--- config.mk ---
export PLATFORM = sky130hd
export DESIGN_NAME = ext_bus_seq
export DESIGN_NICKNAME = d
export VERILOG_FILES = /design/src/rtl/ext_bus_seq.sv
export SDC_FILE = /design/constraint.sdc
export NUM_CORES = 1
export LEC_CHECK = 0
export BUFFER_PORTS_ARGS = -buffer_cell sky130_fd_sc_hd__buf_2
export CORE_ASPECT_RATIO = 1.2
export CORE_MARGIN = 1
export CORE_UTILIZATION = 45
export DETAILED_ROUTE_END_ITERATION = 7
export GPL_TIMING_DRIVEN = 0
export HOLD_SLACK_MARGIN = 0.02
export PLACE_DENSITY = 0.76
export SLEW_MARGIN = 20
export SYNTH_ARGS = -nofsm -noshare
export SYNTH_HDL_FRONTEND = slang
export SYNTH_SLANG_ARGS = --single-unit
--- constraint.sdc ---
create_clock -name clk -period 2.7 [get_ports clk]
set_clock_uncertainty 0.15 [all_clocks]
set_input_delay 0.27 -clock clk [delete_from_list [all_inputs] [get_ports clk]]
set_output_delay 0.27 -clock clk [all_outputs]
set_load 0.005 [all_outputs]
--- src/rtl/ext_bus_seq.sv ---
module ext_bus_seq #(
  parameter int WW = 4
) (
  input  logic          clk,
  input  logic          rst_n,
  input  logic          req_valid,
  input  logic [23:0]   req_addr,
  input  logic [15:0]   req_wdata,
  input  logic [1:0]    req_be,
  input  logic          req_write,
  output logic          req_idle,
  output logic          req_done,
  output logic [15:0]   req_rdata,
  input  logic [2:0]    cfg_mode,
  input  logic [WW-1:0] cfg_wait,
  input  logic          cfg_ale_long,
  input  logic          cfg_rw_delay,
  input  logic          cfg_tri_hold,
  input  logic [1:0]    cfg_space,
  input  logic          ext_ready,
  output logic          ale,
  output logic          rd_n,
  output logic          wr_n,
  output logic [15:0]   addr_lo,
  output logic          addr_oe,
  output logic [7:0]    addr_hi,
  output logic [15:0]   ad_out,
  output logic          ad_oe,
  input  logic [15:0]   ad_in
);
  typedef enum logic [2:0] {S_IDLE, S_ALE, S_DLY, S_STB, S_TRI} phase_t;

  phase_t        st;
  logic [WW-1:0] cnt, wt;
  logic          hi, both, wr, mux, b8, a2, dl, tr;
  logic [1:0]    sp;
  logic [23:0]   addr;
  logic [15:0]   wd;

  wire ext_mode = (cfg_mode >= 3'd1) && (cfg_mode <= 3'd4);
  wire new_b8   = (cfg_mode == 3'd3) || (cfg_mode == 3'd4);
  wire accept   = (st == S_IDLE) && req_valid && ext_mode;
  wire stb_end  = (st == S_STB) && (cnt == wt) && ext_ready;
  wire fin      = (st == S_TRI) || (stb_end && !tr);
  wire busy     = (st != S_IDLE);
  wire [23:0] cyc_a = {addr[23:1], b8 & hi};
  wire [7:0]  wbyte = hi ? wd[15:8] : wd[7:0];
  wire [15:0] wbus  = b8 ? {8'h00, wbyte} : wd;
  wire        wdrv  = wr && (st == S_DLY || st == S_STB || st == S_TRI);

  logic [7:0] hi_mask;
  always_comb begin
    case (sp)
      2'd0:    hi_mask = 8'h00;
      2'd1:    hi_mask = 8'h03;
      2'd2:    hi_mask = 8'h0f;
      default: hi_mask = 8'hff;
    endcase
  end

  assign req_idle = !busy;
  assign ale      = (st == S_ALE);
  assign rd_n     = !((st == S_STB) && !wr);
  assign wr_n     = !((st == S_STB) && wr);
  assign addr_oe  = busy && !mux;
  assign addr_lo  = addr_oe ? cyc_a[15:0] : 16'h0000;
  assign addr_hi  = busy ? (cyc_a[23:16] & hi_mask) : 8'h00;
  assign ad_oe    = (ale && mux) || wdrv;
  assign ad_out   = (ale && mux) ? cyc_a[15:0] : (wdrv ? wbus : 16'h0000);

  always_ff @(posedge clk or negedge rst_n) begin
    if (!rst_n) begin
      st <= S_IDLE; cnt <= '0; wt <= '0;
      hi <= 1'b0; both <= 1'b0; wr <= 1'b0; mux <= 1'b0; b8 <= 1'b0;
      a2 <= 1'b0; dl <= 1'b0; tr <= 1'b0; sp <= 2'd0;
      addr <= '0; wd <= '0; req_rdata <= '0; req_done <= 1'b0;
    end else begin
      req_done <= 1'b0;
      if (accept) begin
        st <= S_ALE; cnt <= '0; wt <= cfg_wait;
        a2 <= cfg_ale_long; dl <= cfg_rw_delay; tr <= cfg_tri_hold; sp <= cfg_space;
        mux <= (cfg_mode == 3'd2) || (cfg_mode == 3'd3);
        b8 <= new_b8; wr <= req_write; addr <= req_addr; wd <= req_wdata;
        hi <= new_b8 && (req_be == 2'b10);
        both <= new_b8 && (req_be != 2'b01) && (req_be != 2'b10);
        req_rdata <= '0;
      end else begin
        case (st)
          S_ALE: begin
            if (a2 && cnt == '0) cnt <= cnt + 1'b1;
            else begin
              st <= dl ? S_DLY : S_STB;
              cnt <= '0;
            end
          end
          S_DLY: st <= S_STB;
          S_STB: begin
            if (cnt != wt) cnt <= cnt + 1'b1;
            else if (ext_ready) begin
              if (!wr) begin
                if (!b8) req_rdata <= ad_in;
                else if (hi) req_rdata[15:8] <= ad_in[7:0];
                else req_rdata[7:0] <= ad_in[7:0];
              end
              if (tr) st <= S_TRI;
            end
          end
          default: ;
        endcase
        if (fin) begin
          cnt <= '0;
          if (both && !hi) begin
            hi <= 1'b1;
            st <= S_ALE;
          end else begin
            st <= S_IDLE;
            req_done <= 1'b1;
          end
        end
      end
    end
  end

  assert_single_chip_R1: assert property (@(posedge clk) disable iff (!rst_n)
    (req_idle && req_valid && (cfg_mode == 3'd0)) |=> req_idle);
  assert_mux_addr_phase_R3: assert property (@(posedge clk) disable iff (!rst_n)
    (ale && !addr_oe) |-> ad_oe);
  assert_ale_no_strobe_R4: assert property (@(posedge clk) disable iff (!rst_n)
    ale |-> (rd_n && wr_n));
  assert_one_strobe_R5: assert property (@(posedge clk) disable iff (!rst_n)
    (rd_n || wr_n));
  assert_ready_hold_rd_R6: assert property (@(posedge clk) disable iff (!rst_n)
    (!rd_n && !ext_ready) |=> !rd_n);
  assert_ready_hold_wr_R6: assert property (@(posedge clk) disable iff (!rst_n)
    (!wr_n && !ext_ready) |=> !wr_n);
  assert_done_pulse_R10: assert property (@(posedge clk) disable iff (!rst_n)
    req_done |=> !req_done);
endmodule

== After elaboration in Yosys (flattened, before gate mapping) ==
Cells that the tools add are included.
Word-level totals
  flip-flop bits (word level): 78
  input bits: 75
  word-level logic and storage cells: 124
Cells by class
  add/sub/neg operators: 1
  order comparisons: 2
  eq/ne operators: 23
  multiplexer cells: 35
  bitwise gates (word level): 2
  reductions and logical operators: 44
Operator list (number)
  $mux W16: 10
  $mux W8: 4
  $pmux W8 S3: 1
  $mux W3: 6
  $logic_and A1 B1 Y1: 16
  $mux W4: 4
  $ne A4 B4 Y1 const B: 4
  $reduce_and A5 Y1: 3
  $eq A3 B2 Y1 const B: 4
  $pmux W3 S3: 1
  $and A8 B8 Y8: 1
  $mux W1: 8
  $pmux W4 S2: 1
  $reduce_bool A2 Y1: 4
  $logic_not A1 Y1: 7
  $eq A3 B3 Y1 const B: 2
  $logic_or A1 B1 Y1: 6
  $ne A3 B2 Y1 const B: 2
  $reduce_bool A5 Y1: 1
  $add A4 B1 Y4 const B: 1
  $eq A2 B2 Y1 const B: 2
  $eq A4 B4 Y1: 1
  $logic_not A4 Y1: 1
  $ne A2 B1 Y1 const B: 2
  13 further kinds: 15

== Logic depth before layout (Yosys ltp) ==
  depth in word-level cells: 7
  mapped depth: 8
  depth with buffers taken out: 7

== Least setup slack after synthesis ==
OpenSTA, ideal clock, no wires.
  kind: reg2reg
  from: register cnt[1]
  to: register req_rdata[8]
  library setup time: 87 ps
  arrival time: 1888 ps
  required time: 2463 ps
  slack: 575 ps
  stages on the path, launching flop included: 8
  buffers on the path: 1
  path through: dfrtp_1 > xor2_1 > nor4_4 > nand2_2 > a2111oi_4 > buf_6 > nor2_1 > a211oi_2
On the way
  word-level cells in the longest chain between the ends: 3
RTL lines
  start: declaration: RTL line 34  | logic [WW-1:0] cnt, wt;
  start signal: assignment: RTL line 90  | if (a2 && cnt == '0) cnt <= cnt + 1'b1;
  start signal: assignment: RTL line 98  | if (cnt != wt) cnt <= cnt + 1'b1;
  $ne A4 B4 Y1: RTL line 98
  $ne A2 B2 Y1 (no line)
  $reduce_and A5 Y1 (no line)
  end signal: assignment: RTL line 101  | if (!b8) req_rdata <= ad_in;
  end signal: assignment: RTL line 102  | else if (hi) req_rdata[15:8] <= ad_in[7:0];
  end: declaration: RTL line 13  | output logic [15:0] req_rdata,
Every way passes these cells.
A chain may end at the register's enable or synchronous reset.

== Final worst setup path ==
  from: register st[1]
  to: output port ad_out[9]
On the way
  word-level cells in the longest chain between the ends: 6
  elaborated cells on any way between the ends: 10
  classes of those cells: 4 x eq/ne; 2 x mux; 4 x reduce/logical
RTL lines
  start: declaration: RTL line 33  | phase_t st;
  start signal: assignment: RTL line 92  | st <= dl ? S_DLY : S_STB;
  $eq A3 B2 Y1: RTL line 49  | wire wdrv = wr && (st == S_DLY || st == S_STB || st == S_TRI);
  $logic_or A1 B1 Y1 (2 in series): RTL line 49
  $logic_and A1 B1 Y1: RTL line 49
  $mux W16: RTL line 69  | assign ad_out = (ale && mux) ? cyc_a[15:0] : (wdrv ? wbus : 16'h0000);
  $mux W16 (*): RTL line 69
  end: declaration: RTL line 27  | output logic [15:0] ad_out,
Mark *: on every way between the ends. The rest lies on a longest branch, timed or not.

==> qor.csv <==
metric;value;unit
grt_pass1_wl;18370;µm
first_pass_iters;5;
initial_core_util;46.83;%
synth_commonest_cells;nand2_1 (188), dfrtp_1 (77), o21ai_0 (25);
grt_start_max_net_pins;53;
worstPathArrival;2090;ps
first_global_vias;3934;
reg2reg_slack;220;ps
dpl_cell_area;4692;µm²
via_count;3881;
setup-tns-final;0;ps
drive_above_1_share;26.83;%
cts.htree.levels;3;
wl_per_cell;14.78;µm
path_class;reg2out;
maxCapViolations;0;
synth-main-ff-cell;dfrtp_1;
startpoint_type;flip-flop;
maxSlewViolCount;0;
path_clk_slew;80;ps
yosysUniqueCellTypes;46;
chipHeight;103.2;µm
p_total;0.005246;W
cp_data_required_time;2280;ps
clock_sinks;77;
place_ws;44.95;ps
async_flop_share;100.0;%
synth_top_area_share;50.20;%
die_area;8905;µm²
instances_no_fill;770;
rsz0062_at_grt;false;
setup_viol;0;
ys_seq_area_share;50.20;%
slew_headroom;50.74;%
synth.area.top_cells;dfrtp_1 (50%), nand2_1 (18%), mux2i_1 (3.9%);
synth_largest_area_cell;dfrtp_1;
globalplace.congestion;0.9055;
cts_tree;built;
syn_inst;446;
wirelength;11380;µm
hold_start;ad_in[6];
power_density;945.6;nW/µm²
synth.most_common_cell;nand2_1;
critPathCaptureType;primary output;
irDropWorstVdd;517.5;µV
hold_end;req_rdata[6];
leakage;2.947;nW
holdPathStages;3;
drc;0;
yosysWarnings;0;
clk_latency;340;ps
synth_edf_count;0;
syn_area;3839;µm²
crit_path_max_fanout;10;
r2r-end;req_rdata[15];
antenna_found_initial;0;
hold_viol;0;
finalCritPeriodShare;92.78;%
hpwl;7595;µm
fin_ws;194.9;ps
cts_setup_buffers;0;
final_nets;728;
via_per_inst;5.040;
period_needed;2505;ps
gr-total-overflow;0;
cts_made_buffers;9;
r2r_start;cnt[1];
gr-usage-all-layers;26.47;%
stdcell_area;5548;µm²
reg2regPathDepth;7;
synth_seq_cells;77;
portBuffers;136;
ant_nets;0;
drtIter0Drc;219;
row_count;36;
fp.coreArea;8198;µm²
antenna_cells;0;
ctsRootBufferMaster;clkbuf_8;
hold_path.class;in2reg;
clock.fmax;399.2;MHz
synth_nets;523;
area_growth;44.52;%
die_width;86.31;µm
io_pins;138;
dp.cells;697;
cts_buffer_depth;2;
status;complete, no violations;
max_slew.worst_pin.slew;738.9;ps
avgSynthCellArea;8.607;µm²
[how the worst max path moves through the flow]
stage / startpoint / endpoint / slack (ps) / cells after the start
floorplan: cnt[1] / req_rdata[8] / 580 / 7
global placement: st[2] / ad_out[6] / 50 / 9
detailed placement: st[2] / ad_out[2] / 40 / 9
CTS: st[1] / ad_out[9] / 20 / 8
global route: cnt[1] / req_rdata[6] / 20 / 7
finish: st[1] / ad_out[9] / 190 / 8
[registers in the layout, summed over array words and instances, names as in the netlist, 2 cells and up]
| name | cells |
|---|---|
| addr | 23 |
| st | 3 |
| wd | 16 |
| cnt | 4 |
| wt | 4 |
| req_rdata | 16 |
| sp | 2 |
[worst max-delay path: stages (launching register included)]
cell	delay, ps
dfrtp_1	360
buf_2	180
nor2_2	210
nand2_1	90
o21ai_0	110
nand2_2	220
nor2_4	250
a22o_1	190
buf_2	120
[through the flow]
stage	hold slack, ps	util, %
floorplan	-175.6	-
global placement	301.7	56.87
detailed placement	64.00	57.23
CTS	28.12	67.34
global route	60.28	67.67
finish	22.28	67.67
[layout make-up]
class,instances,area (µm²)
repair buffers,194,1281
clock buffers,12,145.1
well taps,114,142.6
fillers,679,2650
plain buffers,22,102.6
inverters,8,30.03
clock inverters,4,95.09
multi-input cells,339,1824
flip-flops and latches,77,1927
[per-layer routing]
layer	GRT usage (%)	vias to the layer above	share of wire (%)
met5	0	-	0
met4	12.69	0	3.2
met3	5.000	38	6.6
met2	45.48	154	49
met1	32.30	1812	41
li1	-	1877	-
[where the power goes]
part	internal, W	switching (W)
combinational	0.000985	0.00113
clock	0.000639	0.000410
sequential	0.00168	0.000407
[kinds of logic after synthesis]
logic type	share of synthesized area, %
AOI/OAI and AO/OA	12.16
adders and majority gates	0.6518
xor gates and xnor gates	1.141
DFF	50.20
muxes	4.205
and+or+nand+nor	28.32
buffers and inverters	3.325
[timing repair]
action | CTS | global route
pin swaps | 0 | 0
hold buffers | 57 | 0
resized for setup | 7 | 9
hold endpoints to repair | 81 | 0
setup endpoints to repair | 24 | 26
[placed cells by master (no fill, tap or decap), types with 3 or more instances in the layout]
cell,synthesis,final
a22o_1,10,10
nand3_1,4,4
nor2_4,0,3
buf_2,5,140
dfrtp_1,77,77
or3_1,4,3
clkbuf_1,13,13
nor2_1,15,11
a211oi_1,6,6
bufinv_16,0,3
and3_1,7,7
nand2_1,188,187
nand2b_1,5,4
and2_1,20,20
inv_1,8,7
mux2i_1,15,15
o21ai_0,25,25
clkbuf_8,0,10
dlygate4sd3_1,0,57
xor2_1,4,4
Note: power is estimated with default switching activity, not from simulation.
